$ cat src/rtl/cpd_pkg.sv
package cpd_pkg;
    localparam int NUM_W     = 4;
    localparam int NUM_SLOTS = 1 << NUM_W;

    typedef enum logic [1:0] {
        KIND_NONE = 2'd0,
        KIND_DATA = 2'd1,
        KIND_REG  = 2'd2,
        KIND_MEM  = 2'd3
    } kind_e;

    typedef enum logic {
        ST_IDLE = 1'b0,
        ST_WAIT = 1'b1
    } state_e;
endpackage

$ cat src/rtl/cpd_kind_decode.sv
module cpd_kind_decode
    import cpd_pkg::*;
(
    input  logic [31:0]      instr,
    output kind_e            kind,
    output logic [NUM_W-1:0] num
);
    logic unused_bits;
    assign unused_bits = ^{instr[31:28], instr[23:12], instr[7:5], instr[3:0]};

    always_comb begin
        kind = KIND_NONE;
        if (instr[27:25] == 3'b110) begin
            kind = KIND_MEM;
        end else if (instr[27:24] == 4'b1110) begin
            kind = instr[4] ? KIND_REG : KIND_DATA;
        end
        num = instr[8 +: NUM_W];
    end
endmodule

$ cat src/rtl/cpd_claim_resolve.sv
module cpd_claim_resolve
    import cpd_pkg::*;
#(
    parameter int N_UNITS = 4,
    localparam int UNIT_W = (N_UNITS > 1) ? $clog2(N_UNITS) : 1
) (
    input  logic [N_UNITS*NUM_SLOTS-1:0] claim_mask,
    input  logic [NUM_W-1:0]             num,
    output logic                         any_hit,
    output logic                         multi_hit,
    output logic [UNIT_W-1:0]            owner
);
    logic [N_UNITS-1:0] hit;

    for (genvar g = 0; g < N_UNITS; g++) begin : g_hit
        assign hit[g] = claim_mask[g*NUM_SLOTS + int'(num)];
    end

    always_comb begin
        owner = '0;
        for (int i = N_UNITS - 1; i >= 0; i--) begin
            if (hit[i]) begin
                owner = UNIT_W'(i);
            end
        end
        any_hit   = |hit;
        multi_hit = ($countones(hit) > 1);
    end
endmodule

$ cat src/rtl/copro_dispatch.sv
module copro_dispatch
    import cpd_pkg::*;
#(
    parameter int N_UNITS = 4,
    localparam int UNIT_W = (N_UNITS > 1) ? $clog2(N_UNITS) : 1
) (
    input  logic                         clk,
    input  logic                         rst_n,
    input  logic                         instr_valid,
    input  logic [31:0]                  instr,
    input  logic                         irq_req,
    input  logic [N_UNITS*NUM_SLOTS-1:0] claim_mask,
    input  logic [N_UNITS-1:0]           unit_accept,
    input  logic [N_UNITS-1:0]           unit_busy,
    output logic                         core_stall,
    output logic                         core_go,
    output logic                         core_trap,
    output logic [N_UNITS-1:0]           disp_sel,
    output logic [NUM_W-1:0]             op_num,
    output logic [1:0]                   op_kind,
    output logic                         cfg_err
);
    typedef struct packed {
        state_e             state;
        logic [UNIT_W-1:0]  owner;
        logic [NUM_W-1:0]   num;
        kind_e              kind;
        logic               stall;
        logic               go;
        logic               trap;
        logic [N_UNITS-1:0] sel;
        logic               cfg_err;
    } regs_t;

    regs_t r_d, r_q;

    kind_e             dec_kind;
    logic [NUM_W-1:0]  dec_num;
    logic              any_hit;
    logic              multi_hit;
    logic [UNIT_W-1:0] own_idx;
    logic              own_acc;
    logic              own_busy;

    cpd_kind_decode u_dec (
        .instr (instr),
        .kind  (dec_kind),
        .num   (dec_num)
    );

    cpd_claim_resolve #(.N_UNITS(N_UNITS)) u_res (
        .claim_mask (claim_mask),
        .num        (dec_num),
        .any_hit    (any_hit),
        .multi_hit  (multi_hit),
        .owner      (own_idx)
    );

    assign own_acc  = unit_accept[r_q.owner];
    assign own_busy = unit_busy[r_q.owner];

    always_comb begin
        r_d      = r_q;
        r_d.go   = 1'b0;
        r_d.trap = 1'b0;
        r_d.sel  = '0;
        unique case (r_q.state)
            ST_IDLE: begin
                if (instr_valid && (dec_kind != KIND_NONE)) begin
                    r_d.num  = dec_num;
                    r_d.kind = dec_kind;
                    if (multi_hit) begin
                        r_d.cfg_err = 1'b1;
                    end
                    if (any_hit) begin
                        r_d.state = ST_WAIT;
                        r_d.owner = own_idx;
                        r_d.stall = 1'b1;
                    end else begin
                        r_d.trap = 1'b1;
                    end
                end
            end
            ST_WAIT: begin
                if (own_acc) begin
                    r_d.go               = 1'b1;
                    r_d.sel[r_q.owner]   = 1'b1;
                    r_d.stall            = 1'b0;
                    r_d.state            = ST_IDLE;
                end else if (irq_req) begin
                    r_d.stall = 1'b0;
                    r_d.state = ST_IDLE;
                end else if (!own_busy) begin
                    r_d.trap  = 1'b1;
                    r_d.stall = 1'b0;
                    r_d.state = ST_IDLE;
                end
            end
            default: r_d.state = ST_IDLE;
        endcase
    end

    always_ff @(posedge clk) begin
        if (!rst_n) begin
            r_q <= '{state: ST_IDLE, owner: '0, num: '0, kind: KIND_NONE,
                     stall: 1'b0, go: 1'b0, trap: 1'b0, sel: '0, cfg_err: 1'b0};
        end else begin
            r_q <= r_d;
        end
    end

    assign core_stall = r_q.stall;
    assign core_go    = r_q.go;
    assign core_trap  = r_q.trap;
    assign disp_sel   = r_q.sel;
    assign op_num     = r_q.num;
    assign op_kind    = r_q.kind;
    assign cfg_err    = r_q.cfg_err;
endmodule

$ cat config.mk
export PLATFORM = sky130hd
export DESIGN_NAME = copro_dispatch
export DESIGN_NICKNAME = d
export VERILOG_FILES = /design/src/rtl/cpd_pkg.sv /design/src/rtl/cpd_kind_decode.sv /design/src/rtl/cpd_claim_resolve.sv /design/src/rtl/copro_dispatch.sv
export SDC_FILE = /design/constraint.sdc
export NUM_CORES = 1
export LEC_CHECK = 0
export CAP_MARGIN = 20
export CORE_ASPECT_RATIO = 1.5
export CORE_MARGIN = 2
export CORE_UTILIZATION = 33
export CTS_BUF_LIST = sky130_fd_sc_hd__clkbuf_8
export DETAILED_ROUTE_END_ITERATION = 8
export MAX_ROUTING_LAYER = met4
export PLACE_DENSITY = 0.82
export SYNTH_ARGS = -nofsm -noshare
export SYNTH_HDL_FRONTEND = slang
export SYNTH_HIERARCHICAL = 1
export SYNTH_SLANG_ARGS = --single-unit
export TNS_END_PERCENT = 10
$ cat constraint.sdc
create_clock -name clk -period 3.93 [get_ports clk]
set_clock_uncertainty 0.05 [all_clocks]
set_input_delay 0.786 -clock clk [delete_from_list [all_inputs] [get_ports clk]]
set_output_delay 0.786 -clock clk [all_outputs]
set_load 0.02 [all_outputs]
# [Word-level counts from Yosys, hierarchy flattened]
# Index checks and enable logic that the tools add are counted.
[totals] rom_bits=0 latchBits=0 mem_count=0 out_inout_bits=14 mem_bits_rw=0 word_cells=80 regBits=17
[classes] n_mul=0 n_reduce_logical=10 bitwise=1 n_addsub=6 n_lt_le_gt_ge=7 mux=42 n_shift=0 div=0 eq_ne=5
[ops] op="32-bit by 8-bit < comparator with 1-bit output, second input constant" count=3
[ops] op="32-bit adder" count=1
[ops] op="32-bit by 2-bit > comparator with 1-bit output, second input constant" count=1
[ops] op="1-bit 2-to-1 mux" count=23
[ops] op="1-bit binary-select mux with 6-bit select" count=3
[ops] op="6-bit by 4-bit adder with 7-bit output, first input constant" count=2
[ops] op="2-bit 2-to-1 mux" count=7
[ops] op="3-bit AND reduction" count=4
[ops] op="10-bit 2-to-1 mux" count=1
[ops] op="4-bit by 7-bit < comparator with 1-bit output, second input constant" count=1
[ops] op="5-bit by 4-bit adder with 6-bit output, first input constant" count=1
[ops] op="1-bit case mux with 2 select lines" count=3
[ops] op="1-bit by 1-bit adder with 2-bit output" count=2
[ops] op="1-bit binary-select mux with 2-bit select" count=2
[ops] op="1-bit binary-select mux with 4-bit select" count=1
[ops] op="4-bit equality test, second input constant" count=1
[ops] op="2-bit inequality test, second input constant" count=2
[ops] op="4-bit inequality test, second input constant" count=1
[ops] op="2-bit AND reduction" count=2
[ops] op="4-bit OR reduction" count=1
[ops] op="3-bit equality test, second input constant" count=1
[ops] op="2-bit by 3-bit < comparator with 1-bit output, second input constant" count=1
[ops] op="3-bit 2-to-1 mux" count=1
[ops] op="1-bit demux with 2-bit select" count=1
[ops] op="4 further kinds" count=5

# [Logic depth before layout (Yosys ltp)]
[depth] ltp_word=11 depth_mapped=11

# [Cells and area by module]
# The synthesis kept the hierarchy.
[modules_own_cells] mod="copro_dispatch" instances=1 cells_per_inst=81 area_each_um2=765.7
[modules_own_cells] mod="cpd_claim_resolve" instances=1 cells_per_inst=45 area_each_um2=624.3
[modules_own_cells] mod="cpd_kind_decode" instances=1 cells_per_inst=9 area_each_um2=60.1

# [Worst setup path after synthesis]
# No wires, ideal clock.
[synth_path] kind="input -> register" startpoint="input port instr[8]" endpoint="register r_q, in the netlist cfg_err" required_ps=3815 slack_ps=907 setup_ps=65 t_arrival_ps=2908 stages=10 path_cell_list="buf_4 -> buf_6 -> buf_12 -> mux4_2 -> mux4_2 -> inv_1 -> fa_1 -> o21ai_0 -> a21oi_1 -> nor2_1"
[synth_between] elab_chain_len=8 word_cells_on_any_way=19
[synth_lines] item="from (decl)" line_no="copro_dispatch.sv:10" rtl="input logic [31:0] instr,"
[synth_lines] item="6-bit by 4-bit adder with 7-bit output / 5-bit by 4-bit adder with 6-bit output (equally long branches)" line_no="cpd_claim_resolve.sv:16" rtl="assign hit[g] = claim_mask[g*NUM_SLOTS + int'(num)];"
[synth_lines] item="1-bit binary-select mux with 6-bit select" line_no="cpd_claim_resolve.sv:16"
[synth_lines] item="1-bit 2-to-1 mux (not written as such) (2 in a row)" line_no="cpd_claim_resolve.sv:16"
[synth_lines] item="1-bit by 1-bit adder with 2-bit output (not written as such)" line_no="cpd_claim_resolve.sv:27" rtl="multi_hit = ($countones(hit) > 1);"
[synth_lines] item="32-bit adder (not written as such) *" line_no="cpd_claim_resolve.sv:27"
[synth_lines] item="32-bit by 2-bit > comparator with 1-bit output *" line_no="cpd_claim_resolve.sv:27"
[synth_lines] item="named net multi_hit" line_no="copro_dispatch.sv:40" rtl="logic multi_hit;"
[synth_lines] item="3-bit AND reduction (no line) *"
[synth_lines] item="to (signal assigned)" line_no="copro_dispatch.sv:105" rtl="r_q <= '{state: ST_IDLE, owner: '0, num: '0, kind: KIND_NONE,"
[synth_lines] item="to (signal assigned)" line_no="copro_dispatch.sv:108" rtl="r_q <= r_d;"
[synth_lines] item="to (decl)" line_no="copro_dispatch.sv:35" rtl="regs_t r_d, r_q;"
# The timed path passes the listed nets; every way through them passes the cells marked *. The select of a mux whose other input is x is not followed.
# A chain may end at the register's enable or synchronous reset.

# [Final worst setup path]
# Ends and elaborated chain as after synthesis.

==> metrics.yaml <==
status:
  outcome: "completed"
critical_path:
  crit_slowest_cell: "mux4_1"
  path_delay_family: "multiplexers"
  rr_worst_depth: 3
  rr_startpoint: "r_q[14]"
  cp-start-kind: "input pin"
  crit_path_start: "instr[8]"
  rrSetupSlack_ps: 2450
  cp_num_buf_inv: 3
  worst-path-max-fanout: 17
  crit_arrival_ps: 3460
  cp-end-kind: "flip-flop"
  setup.worst_path.class: "input pin to flip-flop"
  worstSetupPathDepth: 9
  crit_required_ps: 4060
  endpoint: "cfg_err"
  crit_chain: "clkdlybuf4s50_1, buf_12, mux4_1, mux4_2, inv_1, fa_1, o21ai_0, a21oi_1, nor2_1"
  crit_path_max_incr_delay_ps: 600
  r2r-end: "core_trap"
global_route:
  grtUsageTotal: 0.150
  grt_pass1_wl_mm: 5.66
  antenna_found_initial: 0
  grt_pass1_vias: 1383
  overflow: 0
  grt_max_degree: 18
synth:
  synth-edff-count: 0
  async_reset_ff_frac: 0
  synth.distinct_cells: 32
  ys_top_cells_by_area: "dfxtp_1, mux4_1, mux4_2, buf_4, mux2i_1"
  ys_seq_area_frac: 0.235
  yosysTopAreaCell: "dfxtp_1"
  netlist_instances: 135
  avgSynthCellArea_um2: 10.7
  yosysTopAreaCellShare: 0.235
  ys_ff_latch: 17
  synth_area_um2: 1450
  synthFlopType: "dfxtp_1"
  yosysWarnings: 6
  synth_nets: 245
power:
  vdd.ir_drop.worst_uv: 206
  switching_share: 0.249
  power_frac_clock: 0.249
  leakagePower_nw: 0.885
  pwr-share-comb: 0.389
  intPower_uw: 381
  switchingPower_uw: 126
  power_density_nw_per_um2: 213
  seqPwrFrac: 0.362
floorplan:
  ios: 122
  start_util: 0.342
  row_count: 29
  core_region_area_um2: 4250
  die_y_um: 85.2
  fp.dieArea_um2: 4950
  die_x_um: 58.1
timing:
  max_clock_freq_mhz: 301
  hold_violations: 0
  setup_violations: 0
  finalMaxSlewViolations: 0
  grt_setup_unrepaired: "no"
  setup-tns-final_ps: 0
  whs_ps: 404
  maxSlewHeadroom: 0.609
  final.period_utilization: 0.846
  tightest_slew_ps: 585
  min_period_ps: 3330
placed_design:
  place.gp.congestion: 0.758
  place_hpwl_mm: 3.06
  dpl.cell_count: 258
  port_buffers: 98
detailed_routing:
  drc: 0
  drt-pass1-iter-count: 4
  routed_wl_mm: 3.44
  via_count: 1356
  drt-vias-per-instance: 5.18
  drt_iter0_markers: 19
  ant_nets: 0
  wl_per_cell_um: 13.1
cts:
  insertion_delay_ps: 250
  ctsResizeCount: 0
  clock-sinks: 17
  cts_buffers: 3
  cts_buffer_depth: 2
  path_clk_slew_ps: 70
  cts_setup_buffers: 0
  cts_tree: "done"
  cts_hold_buffers: 0
  htreeDepth: 1
  cts-root-buf: "clkbuf_8"
worst_hold_path:
  hp-class: "flip-flop to flip-flop"
cells_and_area:
  fin_nets: 327
  fillers: 358
  final_cells: 262
  layout_commonest_cell: "clkdlybuf4s50_1"
  syn_to_final_growth_pct: 64.5
  antennaDiodeCount: 0
  drive_gt1_frac: 0.0926
  most-common-layout-cells: "clkdlybuf4s50_1, dfxtp_1, nand2_1, nor2_1, mux4_1"
run:
  drv_cap: 0
-- metal layers --
layer,routed length [um],part of all wire,vias up,track usage
met4,46,0.013,0,0.0423
met1,1160,0.34,620,0.144
met3,249,0.072,6,0.0213
met5,0,0,-,-
met2,1980,0.58,77,0.294
li1,-,-,653,-
-- synthesized netlist by cell type (all sizes together) (3+ instances only) --
master / number
nor2b: 6
nand3: 7
nand2: 14
clkbuf: 3
a21oi: 10
mux2i: 6
mux4: 19
inv: 4
nor2: 10
dfxtp: 17
buf: 20
-- tightest hold or removal path, cell delays in order, from the launching register on --
cell     delay, ps
dfxtp_1        310
nand2_1         50
a21oi_1         50
-- power groups by stage --
stage / Clock, mW / Sequential [mW] / Combinational [mW]
after floorplan: 0 / 0.187 / 0.101
after global placement: 0 / 0.187 / 0.196
after detailed placement: 0 / 0.187 / 0.199
after CTS: 0.129 / 0.183 / 0.200
after global routing: 0.135 / 0.184 / 0.214
final: 0.126 / 0.183 / 0.197
-- final cells by class --
cell class / instances / area [um2] / area share
timing repair buffer: 100 / 1010 / 0.423
multi-input combinational: 91 / 918 / 0.385
sequential: 17 / 340 / 0.143
tap: 46 / 57.6 / 0.0241
clock buffer: 3 / 41.3 / 0.0173
inverter: 4 / 15.0 / 0.00630
clock inverter: 1 / 3.75 / 0.00157
-- cells by family (layout without fill, tap and decap cells) --
kind of cell | after synthesis | count (layout) | synth area share
compound gates | 19 | 19 | 0.0863
fa+ha+maj | 2 | 2 | 0.0224
buf+inv | 27 | 108 | 0.132
flops | 17 | 17 | 0.235
mux | 25 | 25 | 0.362
simple gates | 45 | 45 | 0.162
-- metrics by stage --
| step | power [mW] | instance area (um2) | util | setup WS (ps) |
|---|---|---|---|---|
| 2_1_floorplan | 0.289 | 1450 | - | 907 |
| 3_3_place_gp | 0.383 | 2340 | 0.551 | 381 |
| 3_5_place_dp | 0.386 | 2340 | 0.551 | 353 |
| 4_1_cts | 0.513 | 2380 | 0.562 | 590 |
| 5_1_grt | 0.533 | 2380 | 0.562 | 468 |
| 6_report | 0.507 | 2380 | 0.562 | 603 |
-- worst min-delay path by stage --
stage | end | startpoint | cells after the start
final | op_kind[0] | op_kind[0] | 2
after global routing | op_kind[0] | op_kind[0] | 2
after CTS | op_kind[0] | op_kind[0] | 2
after detailed placement | op_kind[0] | op_kind[0] | 2
after global placement | op_kind[0] | op_kind[0] | 2
after floorplan | op_kind[0] | op_kind[0] | 2
-- registers in the layout (all words and copies together) (netlist names) --
signal	cells
core_go	1
disp_sel	4
op_num	4
core_stall	1
r_q	3
core_trap	1
op_kind	2
cfg_err	1
No activity file was read; power rests on OpenSTA's default activity.
